<file path="config.mk">
export PLATFORM = sky130hd
export DESIGN_NAME = acc_file
export DESIGN_NICKNAME = d
export VERILOG_FILES = /design/src/rtl/acc_pkg.sv /design/src/rtl/acc_access_check.sv /design/src/rtl/acc_limiter.sv /design/src/rtl/acc_write_merge.sv /design/src/rtl/acc_file.sv
export SDC_FILE = /design/constraint.sdc
export NUM_CORES = 1
export LEC_CHECK = 0
export ABC_AREA = 1
export BUFFER_PORTS_ARGS = -buffer_cell sky130_fd_sc_hd__buf_2
export CAP_MARGIN = 10
export CORE_MARGIN = 5
export CORE_UTILIZATION = 44
export DETAILED_ROUTE_END_ITERATION = 6
export PLACE_DENSITY = 0.59
export SKIP_LAST_GASP = 1
export SYNTH_ARGS = -nofsm -noshare
export SYNTH_HDL_FRONTEND = slang
export SYNTH_HIERARCHICAL = 1
export SYNTH_SLANG_ARGS = --single-unit
</file>
<file path="constraint.sdc">
create_clock -name clk -period 5.4 [get_ports clk]
set_input_delay 1.08 -clock clk [delete_from_list [all_inputs] [get_ports clk]]
set_output_delay 1.08 -clock clk [all_outputs]
set_load 0.03 [all_outputs]
</file>
<file path="src/rtl/acc_pkg.sv">
package acc_pkg;

    typedef enum logic [1:0] {
        VIEW_FULL = 2'd0,
        VIEW_LONG = 2'd1,
        VIEW_PART = 2'd2,
        VIEW_RSVD = 2'd3
    } view_e;

    typedef enum logic [1:0] {
        PART_EXT  = 2'd0,
        PART_HI   = 2'd1,
        PART_LO   = 2'd2,
        PART_RSVD = 2'd3
    } part_e;

endpackage

</file>
<file path="src/rtl/acc_access_check.sv">
module acc_access_check
    import acc_pkg::*;
#(
    parameter int NUM_ACC       = 4,
    parameter int RESTRICT_FROM = 2,
    localparam int SEL_W        = $clog2(NUM_ACC)
) (
    input  logic [SEL_W-1:0] sel,
    input  view_e            view,
    input  part_e            part,
    output logic             illegal
);

    always_comb begin
        illegal = 1'b0;
        case (view)
            VIEW_RSVD: illegal = 1'b1;
            VIEW_PART: begin
                if (part == PART_RSVD) begin
                    illegal = 1'b1;
                end else if (part != PART_HI && 32'(sel) >= RESTRICT_FROM) begin
                    // only the high word of the upper accumulators is reachable
                    illegal = 1'b1;
                end
            end
            default: illegal = 1'b0;
        endcase
    end

endmodule

</file>
<file path="src/rtl/acc_limiter.sv">
module acc_limiter #(
    parameter int EXT_W  = 4,
    parameter int WORD_W = 16,
    localparam int LONG_W = 2 * WORD_W,
    localparam int ACC_W  = EXT_W + LONG_W
) (
    input  logic [ACC_W-1:0] acc_in,
    output logic [ACC_W-1:0] lim_out,
    output logic             over
);

    logic sign;

    always_comb begin
        sign    = acc_in[ACC_W-1];
        over    = acc_in[ACC_W-1:LONG_W] != {EXT_W{acc_in[LONG_W-1]}};
        lim_out = acc_in;
        if (over) begin
            if (sign) begin
                lim_out = {{(EXT_W + 1){1'b1}}, {(LONG_W - 1){1'b0}}};
            end else begin
                lim_out = {{(EXT_W + 1){1'b0}}, {(LONG_W - 1){1'b1}}};
            end
        end
    end

endmodule

</file>
<file path="src/rtl/acc_write_merge.sv">
module acc_write_merge
    import acc_pkg::*;
#(
    parameter int EXT_W  = 4,
    parameter int WORD_W = 16,
    localparam int LONG_W = 2 * WORD_W,
    localparam int ACC_W  = EXT_W + LONG_W
) (
    input  logic [ACC_W-1:0] old_val,
    input  view_e            view,
    input  part_e            part,
    input  logic [ACC_W-1:0] data,
    output logic [ACC_W-1:0] new_val
);

    always_comb begin
        new_val = old_val;
        case (view)
            VIEW_FULL: begin
                if (part == PART_HI) begin
                    // word move: sign into guard bits, low word cleared
                    new_val = {{EXT_W{data[WORD_W-1]}}, data[WORD_W-1:0], {WORD_W{1'b0}}};
                end else begin
                    new_val = data;
                end
            end
            VIEW_LONG: new_val = {{EXT_W{data[LONG_W-1]}}, data[LONG_W-1:0]};
            VIEW_PART: begin
                case (part)
                    PART_EXT: new_val = {data[EXT_W-1:0], old_val[LONG_W-1:0]};
                    PART_HI:  new_val = {old_val[ACC_W-1:LONG_W], data[WORD_W-1:0], old_val[WORD_W-1:0]};
                    PART_LO:  new_val = {old_val[ACC_W-1:WORD_W], data[WORD_W-1:0]};
                    default:  new_val = old_val;
                endcase
            end
            default: new_val = old_val;
        endcase
    end

endmodule

</file>
<file path="src/rtl/acc_file.sv">
module acc_file
    import acc_pkg::*;
#(
    parameter int NUM_ACC       = 4,
    parameter int EXT_W         = 4,
    parameter int WORD_W        = 16,
    parameter int RESTRICT_FROM = 2,
    localparam int SEL_W  = $clog2(NUM_ACC),
    localparam int LONG_W = 2 * WORD_W,
    localparam int ACC_W  = EXT_W + LONG_W
) (
    input  logic             clk,
    input  logic             rst_n,
    input  logic             wr_en,
    input  logic [SEL_W-1:0] wr_sel,
    input  logic [1:0]       wr_view,
    input  logic [1:0]       wr_part,
    input  logic [ACC_W-1:0] wr_data,
    input  logic             rd_en,
    input  logic [SEL_W-1:0] rd_sel,
    input  logic [1:0]       rd_view,
    input  logic [1:0]       rd_part,
    output logic [ACC_W-1:0] rd_data,
    output logic             rd_limit,
    output logic             rd_illegal,
    output logic             wr_illegal
);

    typedef struct packed {
        logic [NUM_ACC-1:0][ACC_W-1:0] acc;
    } state_t;

    state_t st_d, st_q;

    view_e wr_view_e, rd_view_e;
    part_e wr_part_e, rd_part_e;
    logic  wr_bad, rd_bad;
    logic  [ACC_W-1:0] wr_old, wr_new, rd_raw, rd_lim;
    logic  rd_over;

    assign wr_view_e = view_e'(wr_view);
    assign rd_view_e = view_e'(rd_view);
    assign wr_part_e = part_e'(wr_part);
    assign rd_part_e = part_e'(rd_part);

    acc_access_check #(.NUM_ACC(NUM_ACC), .RESTRICT_FROM(RESTRICT_FROM)) u_wr_chk (
        .sel(wr_sel), .view(wr_view_e), .part(wr_part_e), .illegal(wr_bad)
    );

    acc_access_check #(.NUM_ACC(NUM_ACC), .RESTRICT_FROM(RESTRICT_FROM)) u_rd_chk (
        .sel(rd_sel), .view(rd_view_e), .part(rd_part_e), .illegal(rd_bad)
    );

    assign wr_old = st_q.acc[wr_sel];
    assign rd_raw = st_q.acc[rd_sel];

    acc_write_merge #(.EXT_W(EXT_W), .WORD_W(WORD_W)) u_merge (
        .old_val(wr_old), .view(wr_view_e), .part(wr_part_e),
        .data(wr_data), .new_val(wr_new)
    );

    acc_limiter #(.EXT_W(EXT_W), .WORD_W(WORD_W)) u_lim (
        .acc_in(rd_raw), .lim_out(rd_lim), .over(rd_over)
    );

    // next-state process
    always_comb begin
        st_d = st_q;
        if (wr_en && !wr_bad) begin
            st_d.acc[wr_sel] = wr_new;
        end
    end

    always_ff @(posedge clk or negedge rst_n) begin
        if (!rst_n) begin
            st_q <= '0;
        end else begin
            st_q <= st_d;
        end
    end

    // read path: combinational from stored state, so same-cycle writes are not seen
    always_comb begin
        rd_data  = '0;
        rd_limit = 1'b0;
        if (rd_en && !rd_bad) begin
            case (rd_view_e)
                VIEW_FULL: begin
                    rd_data  = rd_lim;
                    rd_limit = rd_over;
                end
                VIEW_LONG: rd_data = {{EXT_W{rd_raw[LONG_W-1]}}, rd_raw[LONG_W-1:0]};
                VIEW_PART: begin
                    case (rd_part_e)
                        PART_EXT: rd_data = ACC_W'(rd_raw[ACC_W-1:LONG_W]);
                        PART_HI:  rd_data = ACC_W'(rd_raw[LONG_W-1:WORD_W]);
                        PART_LO:  rd_data = ACC_W'(rd_raw[WORD_W-1:0]);
                        default:  rd_data = '0;
                    endcase
                end
                default: rd_data = '0;
            endcase
        end
    end

    assign rd_illegal = rd_en && rd_bad;
    assign wr_illegal = wr_en && wr_bad;

    // ---------------- assertions ----------------
    assert_illegal_write_holds_R9: assert property (@(posedge clk) disable iff (!rst_n)
        wr_illegal |=> $stable(st_q));

    assert_long_guard_fill_R5: assert property (@(posedge clk) disable iff (!rst_n)
        (wr_en && !wr_illegal && wr_view_e == VIEW_LONG)
        |=> st_q.acc[$past(wr_sel)][ACC_W-1:LONG_W] == {EXT_W{$past(wr_data[LONG_W-1])}});

    assert_part_hi_keeps_rest_R7: assert property (@(posedge clk) disable iff (!rst_n)
        (wr_en && !wr_illegal && wr_view_e == VIEW_PART && wr_part_e == PART_HI)
        |=> (st_q.acc[$past(wr_sel)][ACC_W-1:LONG_W] == $past(wr_old[ACC_W-1:LONG_W]))
         && (st_q.acc[$past(wr_sel)][WORD_W-1:0] == $past(wr_old[WORD_W-1:0])));

    assert_limit_full_only_R3: assert property (@(posedge clk) disable iff (!rst_n)
        rd_limit |-> (rd_en && rd_view_e == VIEW_FULL &&
                      (rd_data[LONG_W-1:0] == {1'b0, {(LONG_W - 1){1'b1}}} ||
                       rd_data[LONG_W-1:0] == {1'b1, {(LONG_W - 1){1'b0}}})));

    for (genvar g = 0; g < NUM_ACC; g++) begin : g_hold
        assert_other_acc_stable_R11: assert property (@(posedge clk) disable iff (!rst_n)
            (!wr_en || wr_sel != SEL_W'(g)) |=> $stable(st_q.acc[g]));
    end

endmodule

</file>
# Word level (Yosys, flattened, before mapping)
# Index checks and enable logic that the tools add are counted.
[totals] ff_bits=144 in_bits=52 output_inout_bits=39 elab_cells=60
[op_classes] magnitude_cmp=5 n_eq_ne=15 mux=23 reduce_logical=13
[op_table] operator="$pmux 36 s3" n=3
[op_table] operator="$mux 36" n=7
[op_table] operator="$bmux 36 s2" n=2
[op_table] operator="$bwmux 144" n=1
[op_table] operator="$demux 36 s2" n=1
[op_table] operator="$pmux 16 s3" n=1
[op_table] operator="$eq 2x2->1 const B" n=8
[op_table] operator="$eq 2x1->1 const B" n=4
[op_table] operator="$logic_not 2->1" n=4
[op_table] operator="$logic_and 1x1->1" n=7
[op_table] operator="$lt 2x3->1 const B" n=2
[op_table] operator="$mux 1" n=6
[op_table] operator="$ge 2x2->1 const B" n=2
[op_table] operator="$ne 2x1->1 const B" n=2
[op_table] operator="$ne 4x4->1" n=1
[op_table] operator="$pmux 1 s2" n=2
[op_table] operator="$ge 2x1->1 const B" n=1
[op_table] operator="$logic_not 1->1" n=2

# Longest topological paths before layout
[logic_depth] word_depth=8 ltp_mapped=17 depth_no_buf=15

# Cells and area by module
# Netlist, hierarchy kept.
[by_module_without_submodules] module="acc_file" n_inst=1 cells_each=1150 area_each_um2=8219.1 seq_area_each_um2=3603.5
[by_module_without_submodules] module="acc_write_merge" n_inst=1 cells_each=270 area_each_um2=1132.3 seq_area_each_um2=0.0
[by_module_without_submodules] module="acc_limiter" n_inst=1 cells_each=86 area_each_um2=356.6 seq_area_each_um2=0.0
[by_module_without_submodules] module="acc_access_check" n_inst=2 cells_each=9 area_each_um2=36.3 seq_area_each_um2=0.0

# Worst setup path after synthesis
# OpenSTA, ideal clock, no wires.
[synth_timing] kind="in2out" start="input port rd_sel[1]" end="output port rd_data[2]" arrival_ps=3069 required_ps=4320 path_slack_ps=1251 cell_stages=16 path_buffers=4 path_cell_list="buf_4 -> inv_2 -> buf_4 -> buf_4 -> nand3_1 -> and2_1 -> nor2_1 -> nand3_1 -> nand2_2 -> buf_6 -> nand2_1 -> nand2_1 -> inv_1 -> nor2_1 -> a21oi_1 -> a21oi_1"
[synth_between] elab_cells_between_ends=15 cone_classes="1 x order compare; 1 x eq/ne; 10 x mux; 3 x reduce/logical"
[synth_rtl] element="start, declared" line_no="acc_file.sv:20" rtl="input logic [SEL_W-1:0] rd_sel,"
[synth_rtl] element="$bmux 36 s2 *" line_no="acc_file.sv:55" rtl="assign rd_raw = st_q.acc[rd_sel];"
[synth_rtl] element="$mux 36 (implied by the code) *" line_no="acc_file.sv:55"
[synth_rtl] element="net rd_raw[35]" line_no="acc_file.sv:38" rtl="logic [ACC_W-1:0] wr_old, wr_new, rd_raw, rd_lim;"
[synth_rtl] element="$ne 4x4->1 or $mux 36 (tied branches)" line_no="acc_limiter.sv:16, acc_limiter.sv:19"
[synth_rtl] element="$mux 36 *" line_no="acc_limiter.sv:18" rtl="if (over) begin"
[synth_rtl] element="net rd_lim[2]" line_no="acc_file.sv:38"
[synth_rtl] element="$pmux 36 s3 *" line_no="acc_file.sv:87" rtl="case (rd_view_e)"
[synth_rtl] element="$mux 36 *" line_no="acc_file.sv:86" rtl="if (rd_en && !rd_bad) begin"
[synth_rtl] element="end, declared" line_no="acc_file.sv:23" rtl="output logic [ACC_W-1:0] rd_data,"
# Mark *: on every way through the listed nets, which the timed path passes. The rest lies on a longest branch. The select of a mux whose other input is x is not followed.

# Worst setup path in the final report
[layout_timing] start="input port rd_sel[1]" end="output port rd_data[14]"
# Same word-level chain as after synthesis.

==> impl_metrics.ini <==
[outcome]
status = complete, but fails checks
violations = DRC

[sta]
worstMarginPinSlew_ns = 1.054
setup_violations = 0
post-route-period-util_pct = 84.32
maxClockFrequency_ghz = 0.2196
rsz0062_at_grt = no
slew_violations = 0
relSlewSlack_pct = 29.45
fin_ws_ns = 0.8465
finalWorstPathRequiredPeriod_ns = 4.554
final-hold-violation-count = 0
tns_ns = 0
fin_worst_skew_ns = 0.007694

[synth]
synthCells = 1524
synth_seq_area_share_pct = 36.84
syn_area_um2 = 9781
ys_top_cells_by_area = dfrtp_1, nand2_1, nand3_1
ys_ff_latch = 144
synth_top_area_share_pct = 36.84
avgSynthCellArea_um2 = 6.418
ys_types = 26
syn_nets = 1576
yosysTopAreaCell = dfrtp_1
yosysWarnings = 6

[clock_network]
clk_pin_slew_ns = 0.06
post_cts_buffers = 0
ctsHoldBuffers = 0
clk_latency_ns = 0.42
cts_tree = built
cts_resized = 0
cts_sinks = 144
cts_root_buf = clkbuf_16
clock_path_buffers = 2
htree_num_levels = 4
cts_buffers = 17

[critical_path]
required_ns = 4.32
critical_path.most_common_cell = nand2_1
cp_max_fo = 27
crit_chain = buf_2, buf_4, nand3_1, and2_1, nor2_1, nand3_1, nand2_1, buf_4, nand2_1, nand2_1, nand2_1, nor2_1, nor2_1, buf_2
crit_path_end_kind = output port
path_class = input pin to output port
max_stage_delay_ns = 0.44
crit_arrival_ns = 3.47
cp_slowest_cell = nand2_1
cp_num_buf_inv = 4
startpoint_type = input pin
path_delay_family = simple AND/OR/NAND/NOR gates

[power]
seqPwrFrac_pct = 40.8
switching_share_pct = 36.45
p_comb_share_pct = 27.7
p_leak_nw = 5.545
p_int_mw = 2.355
pwr_density_cell_nw_per_um2 = 342.2
pwr-share-clk_pct = 31.5
peakVddDrop_v = 0.0001967
switchingPower_mw = 1.351

[cells_and_area]
largest_reg_flops = 144
antennaDiodeCount = 0
layout_common_cells = nand2_1, dfrtp_1, nand3_1
seqCellArea_um2 = 3603
top_register = st_q
layout.nets = 1613
multi_input_area_um2 = 5171
mostFrequentLayoutCell = nand2_1
area_delta_synth_final_pct = 10.72
fill_cells = 2266
drive_gt1_share_pct = 10.87
top_regs = st_q (144)
fin_area_um2 = 10830

[floorplan]
die_area_um2 = 25310
fp.dieW_um = 159.1
start_util_pct = 44.82
io-pin-count = 91
num_rows = 54
die_y_um = 159.1
core_area_um2 = 21820

[hold_path]
hold_path.class = flop to flop

[route]
via_per_inst = 5.423
wire_per_inst_um = 18.02
drt_drc_violations_left = 1
antenna_left = 0
dr.first_iter.drc_count = 1210
dr.pass1.iters = 7
routed_wl_mm = 33.40
vias = 10050

[placed_design]
dpl_cell_area_um2 = 10250
place_congestion = 0.9265
io_buffers = 90
place_ws_ns = 0.8762
dpl.hpwl_mm = 22.38

[global_routing]
grt_pass1_vias = 9041
overflow = 0
grt_pass1_wl_mm = 52.48
grt_max_degree = 89
antenna_found_initial = 1
grt.total_usage_pct = 25.81

[flow_run]
cap_violations = 0
[synth_stat cells]
cell and count:
inv_1 127, buf_1 3, nand2_2 9, o211ai_1 2
dfrtp_1 144, nor2_4 5, nand2_1 643, a22oi_1 58
nor3_2 1, nor2_1 54, o21ai_2 1, o221ai_1 4
and2_1 25, inv_2 8, nand2_4 1, a21oi_1 47
o21ai_0 78, clkbuf_1 16, buf_6 6, nand4_1 9
buf_4 11, clkbuf_2 4, o21ai_1 83, nor2_2 4
nand3_1 129, buf_2 52
[cell type report]
class | instances | share of cell area (%)
inverters | 135 | 4.679
flip-flops and latches | 144 | 33.28
clock inverters | 13 | 1.282
repair buffers | 110 | 5.719
well taps | 280 | 3.235
clock buffers | 18 | 4.055
multi-input cells | 1153 | 47.75
[power by group through the flow]
| stage | Clock, mW | Combinational, mW | Sequential (mW) |
|---|---|---|---|
| detailed placement | 0 | 1.01 | 1.52 |
| CTS | 1.18 | 1.02 | 1.51 |
| floorplan | 0 | 0.754 | 1.47 |
| finish | 1.17 | 1.03 | 1.51 |
| global placement | 0 | 0.999 | 1.52 |
| global route | 1.23 | 1.17 | 1.54 |
[stage by stage]
step | hold WS [ns] | cells | total power, mW | util, %
finish | 0.4850 | 1853 | 3.705 | 49.62
global route | 0.5059 | 1853 | 3.946 | 49.62
CTS | 0.4878 | 1853 | 3.707 | 49.62
detailed placement | 0.4728 | 1822 | 2.536 | 46.97
global placement | 0.4673 | 1822 | 2.520 | 46.97
floorplan | 0.4530 | 1524 | 2.225 | -
[worst paths after layout]
path | start | endpoint | slack [ns] | cells after the start
max reg2reg | st_q[35] | st_q[107] | 3.79 | 8
min in group asynchronous | rst_n | st_q[109] | 0.70 | 1
max | rd_sel[1] | rd_data[14] | 0.85 | 14
min | st_q[73] | st_q[73] | 0.49 | 2
min reg2reg | st_q[73] | st_q[73] | 0.49 | 2
max in group asynchronous | rst_n | st_q[42] | 3.44 | 2
[logic make-up (layout without fill, tap and decap cells)]
| logic type | count (synthesis) | in the layout | synth area share (%) |
|---|---|---|---|
| AOI/OAI and AO/OA | 273 | 273 | 15.70 |
| and+or+nand+nor | 880 | 880 | 37.15 |
| DFF | 144 | 144 | 36.84 |
| buffers and inverters | 227 | 276 | 10.31 |
[metal layers]
| layer | track usage [%] | vias to the layer above | wire length (um) |
|---|---|---|---|
| met4 | 6.475 | 2 | 622 |
| met5 | 0 | - | 13 |
| met2 | 35.46 | 444 | 13680 |
| met1 | 39.84 | 4613 | 15630 |
| li1 | - | 4948 | - |
| met3 | 7.067 | 41 | 3454 |
[worst reg2reg max path, stage by stage (launching register included)]
cell and delay, ns:
dfrtp_1 0.40, a22oi_1 0.19, nand3_1 0.20, inv_1 0.10
nand2_1 0.06, nand3_1 0.07, nand4_1 0.17, inv_1 0.18
o21ai_0 0.10
No activity file was read; power rests on OpenSTA's default activity.
